File: config.mk
export PLATFORM = sky130hd
export DESIGN_NAME = ocal_seq
export DESIGN_NICKNAME = d
export VERILOG_FILES = /design/src/rtl/ocal_pkg.sv /design/src/rtl/ocal_timer.sv /design/src/rtl/ocal_chan.sv /design/src/rtl/ocal_seq.sv
export SDC_FILE = /design/constraint.sdc
export NUM_CORES = 1
export LEC_CHECK = 0
export BUFFER_PORTS_ARGS = -buffer_cell sky130_fd_sc_hd__buf_2
export CAP_MARGIN = 0
export CORE_ASPECT_RATIO = 1.5
export CORE_MARGIN = 2
export CORE_UTILIZATION = 40
export CTS_CLUSTER_DIAMETER = 150
export DETAILED_ROUTE_END_ITERATION = 8
export PLACE_DENSITY_LB_ADDON = 0.12
export SLEW_MARGIN = 30
export SYNTH_ARGS = -nofsm -noshare
export SYNTH_HDL_FRONTEND = slang
export SYNTH_SLANG_ARGS = --single-unit
export TNS_END_PERCENT = 1
File: constraint.sdc
create_clock -name clk_i -period 3.5 [get_ports clk_i]
set_input_delay 1.05 -clock clk_i [delete_from_list [all_inputs] [get_ports clk_i]]
set_output_delay 1.05 -clock clk_i [all_outputs]
set_load 0.05 [all_outputs]
File: src/rtl/ocal_pkg.sv
package ocal_pkg;
  localparam int SMP_W = 24;

  function automatic logic [SMP_W-1:0] sat_sub(input logic [SMP_W-1:0] a,
                                                input logic [SMP_W-1:0] b);
    logic [SMP_W:0] d;
    d = {a[SMP_W-1], a} - {b[SMP_W-1], b};
    if (d[SMP_W] != d[SMP_W-1])
      return d[SMP_W] ? {1'b1, {(SMP_W-1){1'b0}}} : {1'b0, {(SMP_W-1){1'b1}}};
    return d[SMP_W-1:0];
  endfunction
endpackage

File: src/rtl/ocal_timer.sv
module ocal_timer #(
  parameter int BUSY_BASE  = 8704,
  parameter int VALID_BASE = 8960,
  parameter int AVG_N      = 256
) (
  input  logic clk_i,
  input  logic rst_ni,
  input  logic stb_i,
  input  logic dbl_i,
  input  logic slave_i,
  output logic busy_o,
  output logic valid_o,
  output logic acc_en_o,
  output logic latch_o,
  output logic load_o
);
  localparam int CNT_W = $clog2(2*VALID_BASE + 2);

  logic             armed_q, done_q, valid_q;
  logic [CNT_W-1:0] cnt_q, cnt_nxt, busy_lim, valid_lim, win_lo;
  logic             tick, hit_busy, hit_valid;

  always_comb begin
    busy_lim  = (dbl_i ? CNT_W'(2*BUSY_BASE) : CNT_W'(BUSY_BASE))
                + {{(CNT_W-1){1'b0}}, slave_i};
    valid_lim = (dbl_i ? CNT_W'(2*VALID_BASE) : CNT_W'(VALID_BASE))
                + {{(CNT_W-1){1'b0}}, slave_i};
    win_lo    = busy_lim - CNT_W'(AVG_N);
    cnt_nxt   = cnt_q + CNT_W'(1);
    tick      = stb_i & armed_q & ~valid_q;
    hit_busy  = tick & ~done_q & (cnt_nxt == busy_lim);
    hit_valid = tick & (cnt_nxt == valid_lim);
  end

  assign acc_en_o = tick & ~done_q & (cnt_nxt > win_lo);
  assign latch_o  = hit_busy;
  assign load_o   = stb_i & (valid_q | hit_valid);
  assign busy_o   = armed_q & ~done_q;
  assign valid_o  = valid_q;

  always_ff @(posedge clk_i or negedge rst_ni) begin
    if (!rst_ni) begin
      armed_q <= 1'b0;
      done_q  <= 1'b0;
      valid_q <= 1'b0;
      cnt_q   <= '0;
    end else begin
      armed_q <= 1'b1;
      if (tick)      cnt_q   <= cnt_nxt;
      if (hit_busy)  done_q  <= 1'b1;
      if (hit_valid) valid_q <= 1'b1;
    end
  end


  valid_not_busy_chk: assert property (@(posedge clk_i) disable iff (!rst_ni)
    valid_o |-> !busy_o);

  valid_sticky_chk: assert property (@(posedge clk_i) disable iff (!rst_ni)
    valid_o |=> valid_o);

  busy_fall_on_stb_chk: assert property (@(posedge clk_i) disable iff (!rst_ni)
    $fell(busy_o) |-> $past(stb_i));

  valid_rise_on_stb_chk: assert property (@(posedge clk_i) disable iff (!rst_ni)
    $rose(valid_o) |-> $past(stb_i));
endmodule

File: src/rtl/ocal_chan.sv
module ocal_chan
  import ocal_pkg::*;
#(
  parameter int AVG_N = 256
) (
  input  logic             clk_i,
  input  logic             rst_ni,
  input  logic [SMP_W-1:0] raw_i,
  input  logic             acc_en_i,
  input  logic             latch_i,
  input  logic             load_i,
  input  logic             hold_i,
  output logic [SMP_W-1:0] out_o
);
  localparam int AVG_LOG = $clog2(AVG_N);
  localparam int ACC_W   = SMP_W + AVG_LOG;

  logic [ACC_W-1:0] acc_q, raw_ext, sum;
  logic [SMP_W-1:0] off_q, out_q;

  assign raw_ext = {{(ACC_W-SMP_W){raw_i[SMP_W-1]}}, raw_i};
  assign sum     = acc_q + raw_ext;
  assign out_o   = out_q;

  always_ff @(posedge clk_i or negedge rst_ni) begin
    if (!rst_ni) begin
      acc_q <= '0;
      off_q <= '0;
      out_q <= '0;
    end else begin
      if (acc_en_i) acc_q <= sum;
      // arithmetic shift: keep the top SMP_W bits of the sum
      if (latch_i)  off_q <= sum[ACC_W-1:AVG_LOG];
      if (load_i)   out_q <= sat_sub(raw_i, off_q);
    end
  end


  offset_frozen_chk: assert property (@(posedge clk_i) disable iff (!rst_ni)
    hold_i |=> $stable(off_q));

  out_hold_chk: assert property (@(posedge clk_i) disable iff (!rst_ni)
    !load_i |=> $stable(out_q));

  out_zero_early_chk: assert property (@(posedge clk_i) disable iff (!rst_ni)
    (!hold_i && !load_i) |=> (out_q == '0));
endmodule

File: src/rtl/ocal_seq.sv
module ocal_seq
  import ocal_pkg::*;
#(
  parameter int BUSY_BASE  = 8704,
  parameter int VALID_BASE = 8960,
  parameter int AVG_N      = 256
) (
  input  logic             clk_i,
  input  logic             rst_ni,
  input  logic             stb_i,
  input  logic             dbl_rate_i,
  input  logic             slave_i,
  input  logic             cal_sig_i,
  input  logic [SMP_W-1:0] raw_l_i,
  input  logic [SMP_W-1:0] raw_r_i,
  output logic             cm_sel_o,
  output logic             busy_o,
  output logic             valid_o,
  output logic [SMP_W-1:0] out_l_o,
  output logic [SMP_W-1:0] out_r_o
);
  localparam int N_CH = 2;

  logic             busy, valid, acc_en, latch, load;
  logic [SMP_W-1:0] raw [N_CH];
  logic [SMP_W-1:0] res [N_CH];

  assign raw[0] = raw_l_i;
  assign raw[1] = raw_r_i;

  ocal_timer #(
    .BUSY_BASE (BUSY_BASE),
    .VALID_BASE(VALID_BASE),
    .AVG_N     (AVG_N)
  ) i_timer (
    .clk_i   (clk_i),
    .rst_ni  (rst_ni),
    .stb_i   (stb_i),
    .dbl_i   (dbl_rate_i),
    .slave_i (slave_i),
    .busy_o  (busy),
    .valid_o (valid),
    .acc_en_o(acc_en),
    .latch_o (latch),
    .load_o  (load)
  );

  for (genvar c = 0; c < N_CH; c++) begin : g_ch
    ocal_chan #(.AVG_N(AVG_N)) i_chan (
      .clk_i   (clk_i),
      .rst_ni  (rst_ni),
      .raw_i   (raw[c]),
      .acc_en_i(acc_en),
      .latch_i (latch),
      .load_i  (load),
      .hold_i  (valid),
      .out_o   (res[c])
    );
  end

  assign out_l_o  = res[0];
  assign out_r_o  = res[1];
  assign busy_o   = busy;
  assign valid_o  = valid;
  assign cm_sel_o = busy & ~cal_sig_i;


  cm_sel_in_cal_chk: assert property (@(posedge clk_i) disable iff (!rst_ni)
    cm_sel_o |-> busy_o);

  busy_first_edge_chk: assert property (@(posedge clk_i) disable iff (!rst_ni)
    $rose(busy_o) |-> !valid_o);
endmodule

==> results by group, run 1 <==
Outcome
  • Status: completed

Routing
  • Initial DRC count: 370
  • Via-per-instance ratio: 5.28
  • DRC viols: 0
  • Wirelength per Cell: between 15 and 20 microns
  • Final antenna-violating net count: 0
  • DR vias: ~11000
  • First-pass DRT Iterations: 4
  • Routed wire length: 34700 microns

Cells and area
  • Final Cell Area: 15700 sq um
  • Area of the multi-input gates: 7820 sq um
  • Diode count: 0
  • Layout Nets: 1869
  • Layout Utilization: a little over 50%
  • # fillers: 3025
  • FF/Latch Area: 4460 sq um
  • Layout cells sized above 1: 24.2%
  • Area grow syn2layout: 24.0%

STA
  • Max-slew violation count: 0
  • Clock Skews: ~0.013 ns
  • Slew headroom: 60.1%
  • RSZ-0062 raised after global routing: yes
  • Final period util: around 96%
  • Finish-stage setup viols: 0
  • Fmax: approximately 300 MHz
  • Final worst path period need: 3.35 ns
  • Hold violation count in the final report: 0
  • Worst-Margin Slew: 0.599 ns

Yosys
  • Seq/Total Area, Yosys: 35.2%
  • Post-synth EDFFs: 0
  • Async SR Flop Fraction: 100%
  • Flops & latches, synth: 178
  • Primary FF master, synth: dfrtp_1
  • Synthesized area: 12700 sq um
  • Yosys warns: 0
  • Synth Net Count: 1599
  • Synth cell types: 75
  • Syn Area/Cell: 8.88 sq um
  • Gate Count Post-Synth: 1426

Critical path
  • R2r startpoint: i_timer.cnt_q[1]$_DFFE_PN0P_
  • R2r setup slk: 0.22 ns
  • WP data arrival: 3.70 ns
  • FF-to-FF path depth: 15
  • Crit. End Element: register
  • Reg2reg end: g_ch[0].i_chan.out_o[1]$_DFFE_PN0P_
  • Req. time, crit path: just under 4 ns
  • Crit path max fanout: 4
  • Setup crit start kind: input pin
  • Critical path class: input pin to register

Power and ir drop
  • Switching Power: 2.44 mW
  • Internal power: 4.39 mW
  • Power Dens Cells: 435 nW/um^2
  • Post-layout power: 6.82 mW
  • Part of the power in the clock network: 27.8%
  • Sequential cell fraction of total power: between 30% and 40%
  • Comb pwr share: a little under two fifths
  • Leak pwr: 7.90 nW
  • Switch share: between 30% and 40%
  • VDD IR-drop max: 350 uV

Worst hold path
  • Hold Path Class: register to register
  • Worst Hold End: g_ch[0].i_chan.off_q[19]$_DFFE_PN0P_
  • Hold depth: 2
  • Hold path startpoint: g_ch[0].i_chan.off_q[19]$_DFFE_PN0P_

Place
  • HPWL after detailed placement: 27800 microns
  • Placed Area: about 15000 sq um
  • IO Port Bufs: 104
  • Global placer's final weighted congestion: a little over 0.9

Clock network
  • CTS tree: done
  • Clk slew on worst S/H paths: 0.07 ns
  • Total CTS buffers: 17
  • Max Root-Sink Buffers: 2
  • Root buffer cell: clkbuf_16
  • Depth of the CTS H-tree: 4
  • Worst-Skew Late Latency: 0.46 ns
  • Total clock sinks: 178

GRT
  • Vias in the first global route: 11500
  • Initial antenna violation count: 0
  • First-pass GRT wire length: around 56000 microns
  • GR Overflow Total: 0
  • Total GRT Usage: between 20% and 30%
  • Largest net degree at the start of global routing: 66

Floorplanning
  • Num ports: 105
  • Site Rows: between 70 and 80
  • Die H: 222 microns
  • Initial Utilization: 40.7%
  • Die width: 149 microns
  • Core ar.: between 30000 and 40000 sq um
  • Die ar.: 33100 sq um

Run
  • Max-cap violation count: 0
==> cell usage after synthesis, drive strengths merged (13+ instances only) <==
master	count	area, sq um
o21a	19	143
clkbuf	26	97.6
nand2b	14	87.6
nor2b	13	81.3
buf	18	128
a21oi	116	618
nand2	173	649
xnor2	67	587
mux2	46	537
xor2	52	455
nor2	115	434
and3	15	93.8
a31oi	23	144
inv	66	248
o21ai	118	591
nand4	19	134
nand3	32	160
nor3	22	115
ha	115	1440
a211oi	15	113
a21o	50	377
dfrtp	178	4450
==> logic make-up after synthesis <==
family	synth area share [%]
flops	35.2
fa+ha+maj	12.0
buf+inv	3.74
mux	4.40
other cells	0.0296
xor+xnor	8.23
compound gates	20.7
simple gates	15.8
==> power by group through the flow <==
stage | sequential (mW) | combinational [mW] | clock (mW)
2_1_floorplan | 2.35 | 1.67 | 0
3_3_place_gp | 2.38 | 2.52 | 0
3_5_place_dp | 2.39 | 2.54 | 0
4_1_cts | 2.35 | 2.55 | 1.96
5_1_grt | 2.37 | 2.89 | 2.04
6_report | 2.35 | 2.58 | 1.90
==> worst max-delay path, stage by stage <==
cell      delay [ns]
buf_2           0.11
ha_1            0.22
fa_1            0.39
a21o_1          0.20
a21oi_2         0.21
o21ai_1         0.13
a221oi_2        0.30
buf_4           0.17
o21ai_2         0.10
a22oi_2         0.23
a311oi_1        0.15
xor2_1          0.17
mux2_2          0.27
==> worst max-delay path by stage <==
stage                from                              endpoint  cells after the start
3_3_place_gp   raw_r_i[0]  g_ch[1].i_chan.off_q[20]$_DFFE_PN0P_                     13
2_1_floorplan  raw_l_i[0]  g_ch[0].i_chan.off_q[16]$_DFFE_PN0P_                     11
4_1_cts        raw_r_i[0]  g_ch[1].i_chan.off_q[20]$_DFFE_PN0P_                     13
5_1_grt        raw_l_i[0]   g_ch[0].i_chan.out_o[6]$_DFFE_PN0P_                     15
3_5_place_dp   raw_r_i[0]  g_ch[1].i_chan.off_q[20]$_DFFE_PN0P_                     13
6_report       raw_r_i[0]  g_ch[1].i_chan.off_q[20]$_DFFE_PN0P_                     13
==> registers in the layout, indices dropped and copies added (netlist names) <==
name,cells
g_ch.i_chan.out_o,48
i_timer.valid_o,1
i_timer.cnt_q,15
g_ch.i_chan.off_q,48
i_timer.armed_q,1
g_ch.i_chan.acc_q,64
i_timer.done_q,1
==> final cells by class <==
| class | count | area share (%) |
|---|---|---|
| flip-flops and latches | 178 | 28.4 |
| repair buffers | 295 | 13.4 |
| multi-input cells | 1138 | 49.8 |
| inverters | 66 | 1.58 |
| well taps | 405 | 3.23 |
| clock buffers | 18 | 2.80 |
| clock inverters | 14 | 0.805 |
==> timing repair <==
action                                 CTS  global route
setup endpoints to repair                0            58
resized for setup                        0            12
setup buffers                            0             3
hold buffers                             0             0
endpoints found under the hold margin    0             0
==> metrics by stage <==
stage | setup TNS (ns) | hold slack (ns) | cells | worst slack, ns
after CTS | 0 | 0.486 | 2111 | 0.0672
final | 0 | 0.479 | 2114 | 0.150
after global placement | -20.73 | 0.464 | 2079 | -0.372
after global routing | -0.00468 | 0.508 | 2114 | -0.00468
after detailed placement | -25.16 | 0.470 | 2079 | -0.422
after floorplan | -0.189 | 0.450 | 1426 | -0.0207
==> metal layers <==
metal / GRT usage, % / routed length, microns / up-vias
met1: 23.0 / 13800 / 5305
met2: 41.4 / 18700 / 179
met4: 9.74 / 1400 / 0
li1: - / - / 5616
met5: 0 / 0 / -
met3: 2.63 / 749 / 63
==> cell usage in the layout (no fill, tap or decap), drive strengths merged, types with 4 or more instances in the layout <==
cell,n
buf,294
dfrtp,178
nand2,173
o21ai,118
a21oi,116
ha,115
nor2,115
inv,71
xnor2,67
xor2,52
a21o,50
mux2,46
nand3,32
a31oi,23
nor3,22
o21a,19
nand4,19
clkbuf,19
and3,15
a211oi,15
nand2b,14
nor2b,13
o211ai,10
and2,8
or3,8
o21bai,8
or2,7
o31ai,6
a311oi,6
o221ai,5
clkinvlp,5
a21boi,5
nor4,4
o211a,4
fa,4
Note: power is estimated with default switching activity, not from simulation.
==> run 2, diff against run 1 <==
Settings changed: CTS_BUF_LIST set to sky130_fd_sc_hd__clkbuf_4 sky130_fd_sc_hd__clkbuf_8, SETUP_SLACK_MARGIN set to 0.5.
Clock period 3.5 ns to 4.1 ns, I/O delays scaled along.
==> results by group, run 2 (synthesized netlist as in run 1, its figures left out) <==
Outcome
  • Status: completed

Run
  • Max-cap violation count: 0 (unchanged)

Critical path
  • WP data arrival: 3.96 ns (+0.26 ns)
  • Critical path class: input pin to register
  • Worst path slowest cell: a41oi_1
  • Setup crit start kind: input pin
  • Req. time, crit path: 4.53 ns (+0.68 ns)
  • Crit. End Element: register
  • CP cell instances: buf_2 > ha_1 > a211o_1 > a211oi_1 > or3_1 > nand2_1 > a41o_1 > a41oi_1 > o21ai_0 > mux2i_1 > xnor2_1
  • Critical path's largest stage delay: 0.37 ns (-0.02 ns)
  • Crit path max fanout: 4 (unchanged)

Routing
  • DRC viols: 0 (unchanged)
  • DR WL met3: 810 microns (+8.1%)
  • Initial DRC count: 426 (+15%)
  • Wirelength per Cell: 17.2 microns (+4.9%)
  • Routed wire length: 33700 microns (-2.7%)
  • Top sig layer: met4
  • First-pass DRT Iterations: 4 (unchanged)
  • DR vias: 10600 (-5.4%)
  • Via-per-instance ratio: 5.39 (+2.0%)
  • M1 wire length: 13600 microns (-2.1%)
  • Routed wl met2: 18400 microns (-1.4%)
  • Final antenna-violating net count: 0 (unchanged)

STA
  • Slew headroom: 61.8% (+1.7 points)
  • Max-slew violation count: 0 (unchanged)
  • Fmax: 283 MHz
  • Finish-stage setup viols: 0 (unchanged)
  • RSZ-0062 raised after global routing: yes
  • Worst-Margin Slew: 0.569 ns (-0.0294 ns)
  • Setup slack after layout: 0.567 ns (+0.417 ns)
  • Final period util: 86.2%
  • Hold WS: 0.487 ns (+0.00784 ns)
  • Clock Skews: 0.0121 ns (-0.00111 ns)
  • Hold violation count in the final report: 0 (unchanged)
  • Final worst path period need: about 3.5 ns

Floorplanning
  • Die H: 222 microns (unchanged)
  • Initial Utilization: 40.7% (unchanged)
  • Core ar.: 31100 sq um (unchanged)
  • Site Rows: 79 (unchanged)
  • Die width: 149 microns (unchanged)
  • Die ar.: 33100 sq um (unchanged)
  • Num ports: 105 (unchanged)

Place
  • DP Cell Count: 1927 (-7.3%)
  • IO Port Bufs: 104 (unchanged)
  • Setup slack after placement: -0.0526 ns (+0.370 ns)
  • Global placer's final weighted congestion: 0.901 (-1.7%)
  • HPWL after detailed placement: 26400 microns (-4.9%)

Worst hold path
  • Hold Path Class: register to register

Power and ir drop
  • Leak pwr: 7.07 nW (-10%)
  • VDD IR-drop max: 242 uV (-31%)
  • Post-layout power: 5.31 mW (-22%)
  • Power Dens Cells: 369 nW/um^2 (-15%)

Clock network
  • Worst-Skew Late Latency: 0.51 ns (+0.05 ns)
  • Hold buffer count at cts: 0 (unchanged)
  • Total clock sinks: 178 (unchanged)
  • CTS tree: done
  • Clk slew on worst S/H paths: 0.10 ns (+0.03 ns)
  • Max Root-Sink Buffers: 2 (unchanged)
  • Total CTS buffers: 17 (unchanged)
  • Root buffer cell: clkbuf_8
  • Depth of the CTS H-tree: 4 (unchanged)

Cells and area
  • Commonest non-fill, non-tap cell in the layout: dfrtp_1
  • Layout Nets: 1717 (-8.1%)
  • Layout Utilization: 46.2% (-4.2 points)
  • Biggest register: g_ch.i_chan.acc_q
  • Non-filler cells, final: 1961 (-7.2%)
  • # fillers: 3117 (+3.0%)
  • Area grow syn2layout: 13.6%
  • Most frequent cells in the layout: dfrtp_1 (178), nand2_1 (172), o21ai_0 (115)
  • Largest register FFs: 64 (unchanged)
  • Layout cells sized above 1: 16.8% (-7.4 points)

GRT
  • Vias in the first global route: 10600 (-7.8%)
  • Largest net degree at the start of global routing: 67 (+1.5%)
  • Total GRT Usage: 20.7% (-0.87 points)
  • Initial antenna violation count: 1 (+1)
  • GR Overflow Total: 0 (unchanged)
  • First-pass GRT wire length: 53900 microns (-4.0%)
[run 2: cell types whose count changed in the layout (fill, tap and decap cells not counted), moves of 2 or more]
cell        change
buf_12          -6
buf_4         -148
bufinv_16       +2
clkbuf_16      -16
clkbuf_4        +2
clkbuf_8       +18
clkinvlp_4      -2
fa_1            -2
fa_2            +2
inv_6           -4
[run 2: report_power, final]
part / switching, mW / internal [mW]
Sequential: 0.106 / 1.90
Combinational: 1.16 / 0.812
Clock: 0.694 / 0.641
[run 2: layer usage]
metal	track usage (%)	vias up
met1	22.5	5045
met3	2.51	53
met4	8.08	0
met2	39.9	150
li1	-	5315
met5	0	-
[run 2: per-stage QoR]
stage / instance area, sq um / TNS [ns]
2_1_floorplan: 12700 / 0
3_3_place_gp: 13900 / 0
3_5_place_dp: 13900 / -0.244
4_1_cts: 14300 / 0
5_1_grt: 14400 / 0
6_report: 14400 / 0
[run 2: final timing paths]
| check | from | cells after the start | slack (ns) | to |
|---|---|---|---|---|
| setup / recovery | raw_r_i[1] | 11 | 0.57 | g_ch[1].i_chan.acc_q[31]$_DFFE_PN0P_ |
| hold / removal | g_ch[0].i_chan.off_q[5]$_DFFE_PN0P_ | 2 | 0.49 | g_ch[0].i_chan.off_q[5]$_DFFE_PN0P_ |
| setup reg to reg | i_timer.cnt_q[1]$_DFFE_PN0P_ | 14 | 0.60 | g_ch[0].i_chan.out_o[14]$_DFFE_PN0P_ |
| hold reg to reg | g_ch[0].i_chan.off_q[5]$_DFFE_PN0P_ | 2 | 0.49 | g_ch[0].i_chan.off_q[5]$_DFFE_PN0P_ |
| max in group asynchronous | rst_ni | 2 | 2.50 | g_ch[0].i_chan.out_o[16]$_DFFE_PN0P_ |
| min in group asynchronous | rst_ni | 1 | 0.66 | g_ch[1].i_chan.out_o[17]$_DFFE_PN0P_ |
[run 2: final cells by class]
cell class	count	area, sq um	area share, %
antenna	1	2.50	0.0174
clock buffer	21	277	1.92
clock inverter	9	131	0.914
inverter	66	248	1.72
multi-input combinational	1138	7830	54.5
sequential	178	4450	31.0
tap	405	507	3.53
timing repair buffer	143	922	6.41
[run 2: critical path, delay by kind of cell]
family / cells / cell delay, ns
fa+ha+maj: 1 / 0.31
xor+xnor: 1 / 0.14
compound gates: 5 / 1.57
buf+inv: 1 / 0.14
mux: 1 / 0.22
simple gates: 2 / 0.34
[run 2: timing repair]
item	CTS	global route
buffers inserted	2	0
setup endpoints to repair	63	141
endpoints found under the hold margin	0	0
cloned	0	1
resized for setup	1	7
